===== src/rtl/tlb_xlate.sv =====
module tlb_xlate #(
  parameter int VA_W    = 32,
  parameter int PA_W    = 28,
  parameter int OFS_W   = 12,
  parameter int ENTRIES = 8
) (
  input  logic                    clk,
  input  logic                    rst_n,
  input  logic                    flush,
  input  logic                    req_valid,
  output logic                    req_ready,
  input  logic [VA_W-1:0]         req_vaddr,
  input  logic                    req_write,
  output logic                    rsp_valid,
  output logic [PA_W-1:0]         rsp_paddr,
  output logic                    rsp_fault,
  output logic [1:0]              rsp_code,
  output logic                    fill_req,
  output logic [VA_W-OFS_W-1:0]   fill_vpn,
  input  logic                    fill_valid,
  input  logic [PA_W-OFS_W-1:0]   fill_pfn,
  input  logic                    fill_present,
  input  logic                    fill_ro
);
  localparam int VPN_W = VA_W - OFS_W;
  localparam int PFN_W = PA_W - OFS_W;
  localparam int IDX_W = (ENTRIES > 1) ? $clog2(ENTRIES) : 1;
  localparam logic [1:0] CODE_OK = 2'd0;
  localparam logic [1:0] CODE_NP = 2'd1;
  localparam logic [1:0] CODE_WP = 2'd2;

  logic [VPN_W-1:0]   tag_q [ENTRIES];
  logic [PFN_W-1:0]   pfn_q [ENTRIES];
  logic [ENTRIES-1:0] vld_q, ro_q, hit_vec;
  logic [IDX_W-1:0]   rr_q;
  logic               busy_q, held_wr;
  logic [VA_W-1:0]    held_va;
  logic [PFN_W-1:0]   hit_pfn;
  logic               hit_ro;

  wire [VPN_W-1:0] req_vpn = req_vaddr[VA_W-1:OFS_W];
  wire accept    = req_valid && req_ready;
  wire fill_done = busy_q && fill_valid;
  wire any_hit   = |hit_vec;

  assign req_ready = !busy_q && !flush;
  assign fill_req  = busy_q;
  assign fill_vpn  = held_va[VA_W-1:OFS_W];
  assign rsp_fault = rsp_code != CODE_OK;

  for (genvar g = 0; g < ENTRIES; g++) begin : g_cmp
    assign hit_vec[g] = vld_q[g] && (tag_q[g] == req_vpn);
  end

  always_comb begin
    hit_pfn = '0;
    hit_ro  = 1'b0;
    for (int i = 0; i < ENTRIES; i++) begin
      if (hit_vec[i]) begin
        hit_pfn = hit_pfn | pfn_q[i];
        hit_ro  = hit_ro | ro_q[i];
      end
    end
  end

  always_ff @(posedge clk) begin
    if (!rst_n) begin
      vld_q   <= '0;
      ro_q    <= '0;
      rr_q    <= '0;
      busy_q  <= 1'b0;
      held_va <= '0;
      held_wr <= 1'b0;
    end else begin
      if (accept && !any_hit) begin
        busy_q  <= 1'b1;
        held_va <= req_vaddr;
        held_wr <= req_write;
      end
      if (fill_done) begin
        busy_q <= 1'b0;
        rr_q   <= (rr_q == IDX_W'(ENTRIES - 1)) ? '0 : rr_q + 1'b1;
        if (!flush) begin
          tag_q[rr_q] <= held_va[VA_W-1:OFS_W];
          pfn_q[rr_q] <= fill_pfn;
          vld_q[rr_q] <= fill_present;
          ro_q[rr_q]  <= fill_ro;
        end
      end
      if (flush) vld_q <= '0;
    end
  end

  always_ff @(posedge clk) begin
    if (!rst_n) begin
      rsp_valid <= 1'b0;
      rsp_paddr <= '0;
      rsp_code  <= CODE_OK;
    end else begin
      rsp_valid <= 1'b0;
      rsp_paddr <= '0;
      rsp_code  <= CODE_OK;
      if (accept && any_hit) begin
        rsp_valid <= 1'b1;
        if (req_write && hit_ro) rsp_code <= CODE_WP;
        else rsp_paddr <= {hit_pfn, req_vaddr[OFS_W-1:0]};
      end else if (fill_done) begin
        rsp_valid <= 1'b1;
        if (!fill_present) rsp_code <= CODE_NP;
        else if (held_wr && fill_ro) rsp_code <= CODE_WP;
        else rsp_paddr <= {fill_pfn, held_va[OFS_W-1:0]};
      end
    end
  end

  assert_single_hit_R7: assert property (@(posedge clk) disable iff (!rst_n)
    $onehot0(hit_vec));
  assert_fault_no_addr_R5: assert property (@(posedge clk) disable iff (!rst_n)
    rsp_fault |-> (rsp_valid && rsp_paddr == '0));
  assert_hold_refill_R3: assert property (@(posedge clk) disable iff (!rst_n)
    (fill_req && !fill_valid) |=> (fill_req && $stable(fill_vpn)));
  assert_stall_R3: assert property (@(posedge clk) disable iff (!rst_n)
    fill_req |-> !req_ready);
  assert_fill_reply_R4: assert property (@(posedge clk) disable iff (!rst_n)
    (fill_req && fill_valid) |=> (rsp_valid && !fill_req));
  assert_flush_clears_R8: assert property (@(posedge clk) disable iff (!rst_n)
    flush |=> (hit_vec == '0));
  assert_hit_no_refill_R2: assert property (@(posedge clk) disable iff (!rst_n)
    (req_valid && req_ready && any_hit) |=> (rsp_valid && !fill_req));
endmodule


===== config.mk =====
export PLATFORM = sky130hd
export DESIGN_NAME = tlb_xlate
export DESIGN_NICKNAME = d
export VERILOG_FILES = /design/src/rtl/tlb_xlate.sv
export SDC_FILE = /design/constraint.sdc
export NUM_CORES = 1
export LEC_CHECK = 0
export BUFFER_PORTS_ARGS = -buffer_cell sky130_fd_sc_hd__buf_2
export CORE_ASPECT_RATIO = 2
export CORE_MARGIN = 3
export CORE_UTILIZATION = 60
export DETAILED_ROUTE_END_ITERATION = 8
export GPL_ROUTABILITY_DRIVEN = 0
export PLACE_DENSITY = 0.79
export SYNTH_ARGS = -nofsm -noshare
export SYNTH_HDL_FRONTEND = slang
export SYNTH_SLANG_ARGS = --single-unit

===== constraint.sdc =====
create_clock -name clk -period 3.7 [get_ports clk]
set_input_delay 0 -clock clk [delete_from_list [all_inputs] [get_ports clk]]
set_output_delay 0 -clock clk [all_outputs]
set_load 0.05 [all_outputs]

Word level (Yosys, flattened, before mapping)

Memories as Yosys holds them, arrays and structs flattened.
Index checks and enable logic that the tools add are counted.
W data, S select, Z words.

Memories kept: 2
Memory bits (writable): 288
Register bits: 84

Reduce and logical (&&, ||, !) cells: 24
Bitwise operators: 16
Add/subtract/negate cells: 1
Muxes and demuxes: 37
Eq/ne operators: 9
Magnitude comparators: 2

Memory list:

| memory | words | width | rd ports | clocked after memory_dff | write ports | line | RTL |
|---|---|---|---|---|---|---|---|
| tag_q  | 8     | 20    | 8        | 0                        | 1           | 32   | `logic [VPN_W-1:0] tag_q [ENTRIES];` |
| pfn_q  | 8     | 16    | 8        | 0                        | 1           | 33   | `logic [PFN_W-1:0] pfn_q [ENTRIES];` |

Operator list:

| operator              | count |
|---|---|
| $eq A20 B20 Y1        | 8 |
| $mux W28              | 5 |
| $mux W16              | 8 |
| $or A16 B16 Y16       | 7 |
| $bwmux W8             | 2 |
| $logic_and A1 B1 Y1   | 16 |
| $mux W1               | 15 |
| $mux W2               | 5 |
| $reduce_or A8 Y1      | 1 |
| $or A1 B1 Y1          | 7 |
| $lt A3 B4 Y1 const B  | 1 |
| $reduce_or A2 Y1      | 2 |
| $add A3 B1 Y3 const B | 1 |
| $demux W1 S3          | 1 |
| $eq A3 B3 Y1 const B  | 1 |
| $ge A3 B1 Y1 const B  | 1 |
| $logic_not A1 Y1      | 3 |
| $mux W3               | 1 |
| $not A1 Y1            | 2 |
| $reduce_and A2 Y1     | 1 |
| $reduce_bool A2 Y1    | 1 |

Longest topological paths before layout

Depth in word-level cells: 20
Depth in mapped cells: 11
Gate-level depth less buffers: 7

Worst setup path after synthesis

Ideal clock, no wire load.

Kind: register to register
Start point: reg busy_q, in the netlist fill_req
End point: mem pfn_q[3][0] in the netlist's numbering, enable pin
Stages on the path, launching flop included: 5
Library setup time: 429 ps
Path buffers: 0
Path slack: 350 ps
Clock period less this slack: 3350 ps
Data arrival time: 2921 ps
Required time: 3271 ps
Cell sequence: dfxtp_1 > nand2_1 > nor2_1 > nand3_1 > nor2_1

Cells in the longest elaborated chain, start to end: 4

Ends and longest elaborated chain:

| what                          | line | RTL |
|---|---|---|
| start: declaration            | 36   | `logic busy_q, held_wr;` |
| start signal: assignment      | 71   | `busy_q <= 1'b0;` |
| start signal: assignment      | 76   | `busy_q <= 1'b1;` |
| start signal: assignment      | 81   | `busy_q <= 1'b0;` |
| $logic_and A1 B1 Y1           | 43   | `wire fill_done = busy_q && fill_valid;` |
| $mux W1                       | 80   | `if (fill_done) begin` |
| $mux W1                       | 67   | `if (!rst_n) begin` |
| $mux W1 (implied by the code) | 85   | `pfn_q[rr_q] <= fill_pfn;` |
| end: declaration              | 33   |  |

No other way between the ends.

==> results.ini <==
[status]
status = finished, final reports clean

[sta]
max_slew_margin_pct = 21.1
tightest_slew_ps = 1180
final-hold-violation-count = 0
slew_violations = 0
timing.final.crit_share_pct = 80.6
tns_ps = 0
layout_min_cycle_time_ps = 2980
worst_clock_skew_ps = 10.0
grt_setup_unrepaired = false
layout_setup_ws_ps = 719
setup_violations = 0
fmax_mhz = 335

[route]
drt_wl_total_mm = 37.4
avgRoutedWirePerCell_um = 24.0
routed-via-count = 9499
first_pass_iters = 5
drc_errors = 0
antenna_left = 0
viasPerCell = 6.10
drtIter0Drc = 922

[yosys]
netlist.area_leader.share_pct = 58.0
synthFlopType = edfxtp_1
synth_area_leaders = edfxtp_1, dfxtp_1, xnor2_1
ys_ff_latch = 372
ys_types = 39
synth_commonest_cells = edfxtp_1, xnor2_1, nand3_1
synth_edf_count = 288
yosys_warnings = 0
async_flop_share_pct = 0
postSynthAreaPerCell_um2 = 13.9
synth_seq_area_share_pct = 69.3
syn_nets = 1131
yosysMostFrequentCell = edfxtp_1
netlist_area_um2 = 14900
syn_inst = 1073
yosysTopAreaCell = edfxtp_1

[clock_tree]
clk_latency_ps = 570
clock_sink_count = 372
cts_tree = built
clkTransAtPathRegs_ps = 70
cts_max_level = 1
cts_max_path_buffers = 3
cts_buffers = 29
cts_root_buf = clkbuf_16

[power]
p_leak_uw = 0.00576
power_density_nw_per_um2 = 473
ir_drop_v = 0.000442

[floorplanning]
core-area_um2 = 24400
fp.dieH_um = 229
ioPinCount = 110
dieArea_um2 = 26900
die_w_um = 117
num_rows = 81
initial_utilization_pct = 61.1

[worst_setup_path]
cp_num_buf_inv = 0
crit_top_cell = nand4_2
crit_path_cell_trace = xnor2_1, nand4_1, nor4_2, a22oi_1, nand4_2, nand4_2, o21ai_0
crit_fanout = 16
crit_type = flop to flop
start_kind = flop
endpoint_kind = flop
critical_path_arrival_ps = 3460
crit_required_ps = 4180
slowest_delay_ps = 790
crit_slowest_cell = nor4_2
critPathTopFamily = simple AND/OR/NAND/NOR gates

[global_route]
grt_pass1_wl_mm = 56.4
antenna_found_initial = 0
grt_pass1_vias = 9619
grt.overflow.total = 0
grt_start_max_net_pins = 49
grt_use_total_pct = 27.5

[cells_and_area]
fillers = 1656
fin_nets = 1261
diodes = 0
synthToLayoutAreaGrowth_pct = 14.6
drive_above_1_share_pct = 16.2

[worst_hold_path]
worstHoldPathType = primary input to flop

[place]
pre_cts_ws_ps = 742
hpwlAfterDp_mm = 24.0
io_buffer_count = 109

[job]
maxCapViolCount = 0

[power breakdown]
part | internal, uW | total [uW] | switching [uW]
Sequential | 4510 | 4550 | 45.0
Combinational | 144 | 398 | 253
Clock | 1740 | 3140 | 1400
[cell usage in the layout (no fill, tap or decap), drive strengths merged, types with 4 or more instances in the layout]
cell and count:
clkbuf 42, buf 134, xor2 32, dfxtp 84, nor2 27, mux2i 5, and3 9, nand3 113
a22oi 4, clkinv 5, dlygate4sd3 54, nor3 18, and4 6, nand4 43, edfxtp 288, a32o 4
a22o 44, nor4 16, a21oi 50, o21ai 54, xnor2 128, and2 8, nand2 40
[cells by family (layout without fill, tap and decap cells)]
logic type | count (synthesis) | in the layout | share of synthesized area, %
buf+inv | 90 | 243 | 3.61
xor+xnor | 160 | 160 | 9.40
compound gates | 158 | 158 | 6.77
flops | 372 | 372 | 69.3
simple gates | 286 | 286 | 10.5
fa+ha+maj | 2 | 2 | 0.168
mux | 5 | 5 | 0.336
[sequential cells by signal, indices dropped and copies added, names as in the netlist]
| signal | flops |
|---|---|
| rsp_paddr | 28 |
| held_wr | 1 |
| rr_q | 3 |
| fill_req | 1 |
| held_va | 32 |
| ro_q | 8 |
| pfn_q | 128 |
| vld_q | 8 |
| rsp_valid | 1 |
| rsp_code | 2 |
| tag_q | 160 |
[metal layers]
metal	up-vias	wire [um]	global-route usage [%]
li1	4214	-	-
met1	4759	12600	30.0
met2	421	21000	52.8
met3	105	2100	3.00
met4	0	1670	13.0
met5	-	0	0
[area by class of cell]
class | instances | area (um2) | area share [%]
clock buffers | 42 | 815 | 4.76
clock inverters | 12 | 143 | 0.834
inverters | 1 | 3.75 | 0.0220
multi-input cells | 611 | 4120 | 24.1
flip-flops and latches | 372 | 10300 | 60.4
well taps | 332 | 415 | 2.43
repair buffers | 188 | 1270 | 7.45
[path summary, 6_finish.rpt]
path | startpoint | end | slack, ps | cells past startpoint
hold / removal | req_valid | held_va[2] | 180 | 5
setup reg to reg | tag_q[6][0] | rsp_paddr[15] | 720 | 7
hold reg to reg | vld_q[0] | vld_q[0] | 470 | 2
setup / recovery | tag_q[6][0] | rsp_paddr[15] | 720 | 7
[stage by stage]
step | instances | util (%) | hold slack, ps | cell area (um2) | total power [uW]
2_1_floorplan | 1073 | - | 98.9 | 14900 | 4870
5_1_grt | 1558 | 70.0 | 198 | 17100 | 8290
3_3_place_gp | 1450 | 63.9 | 227 | 15600 | 4980
6_report | 1558 | 70.0 | 185 | 17100 | 8090
4_1_cts | 1558 | 70.0 | 168 | 17100 | 8110
3_5_place_dp | 1450 | 63.9 | 233 | 15600 | 4990
[tightest hold or removal path, stage by stage]
cell and delay [ps]:
buf_2 100, and2_1 120, buf_4 270, nand3_1 140, a21oi_1 50
[what timing repair did]
item	in CTS	in global routing
endpoints found under the hold margin	212	0
setup buffers	0	0
resized for setup	0	0
hold buffers	54	0
(Power assumes the default switching activity.)
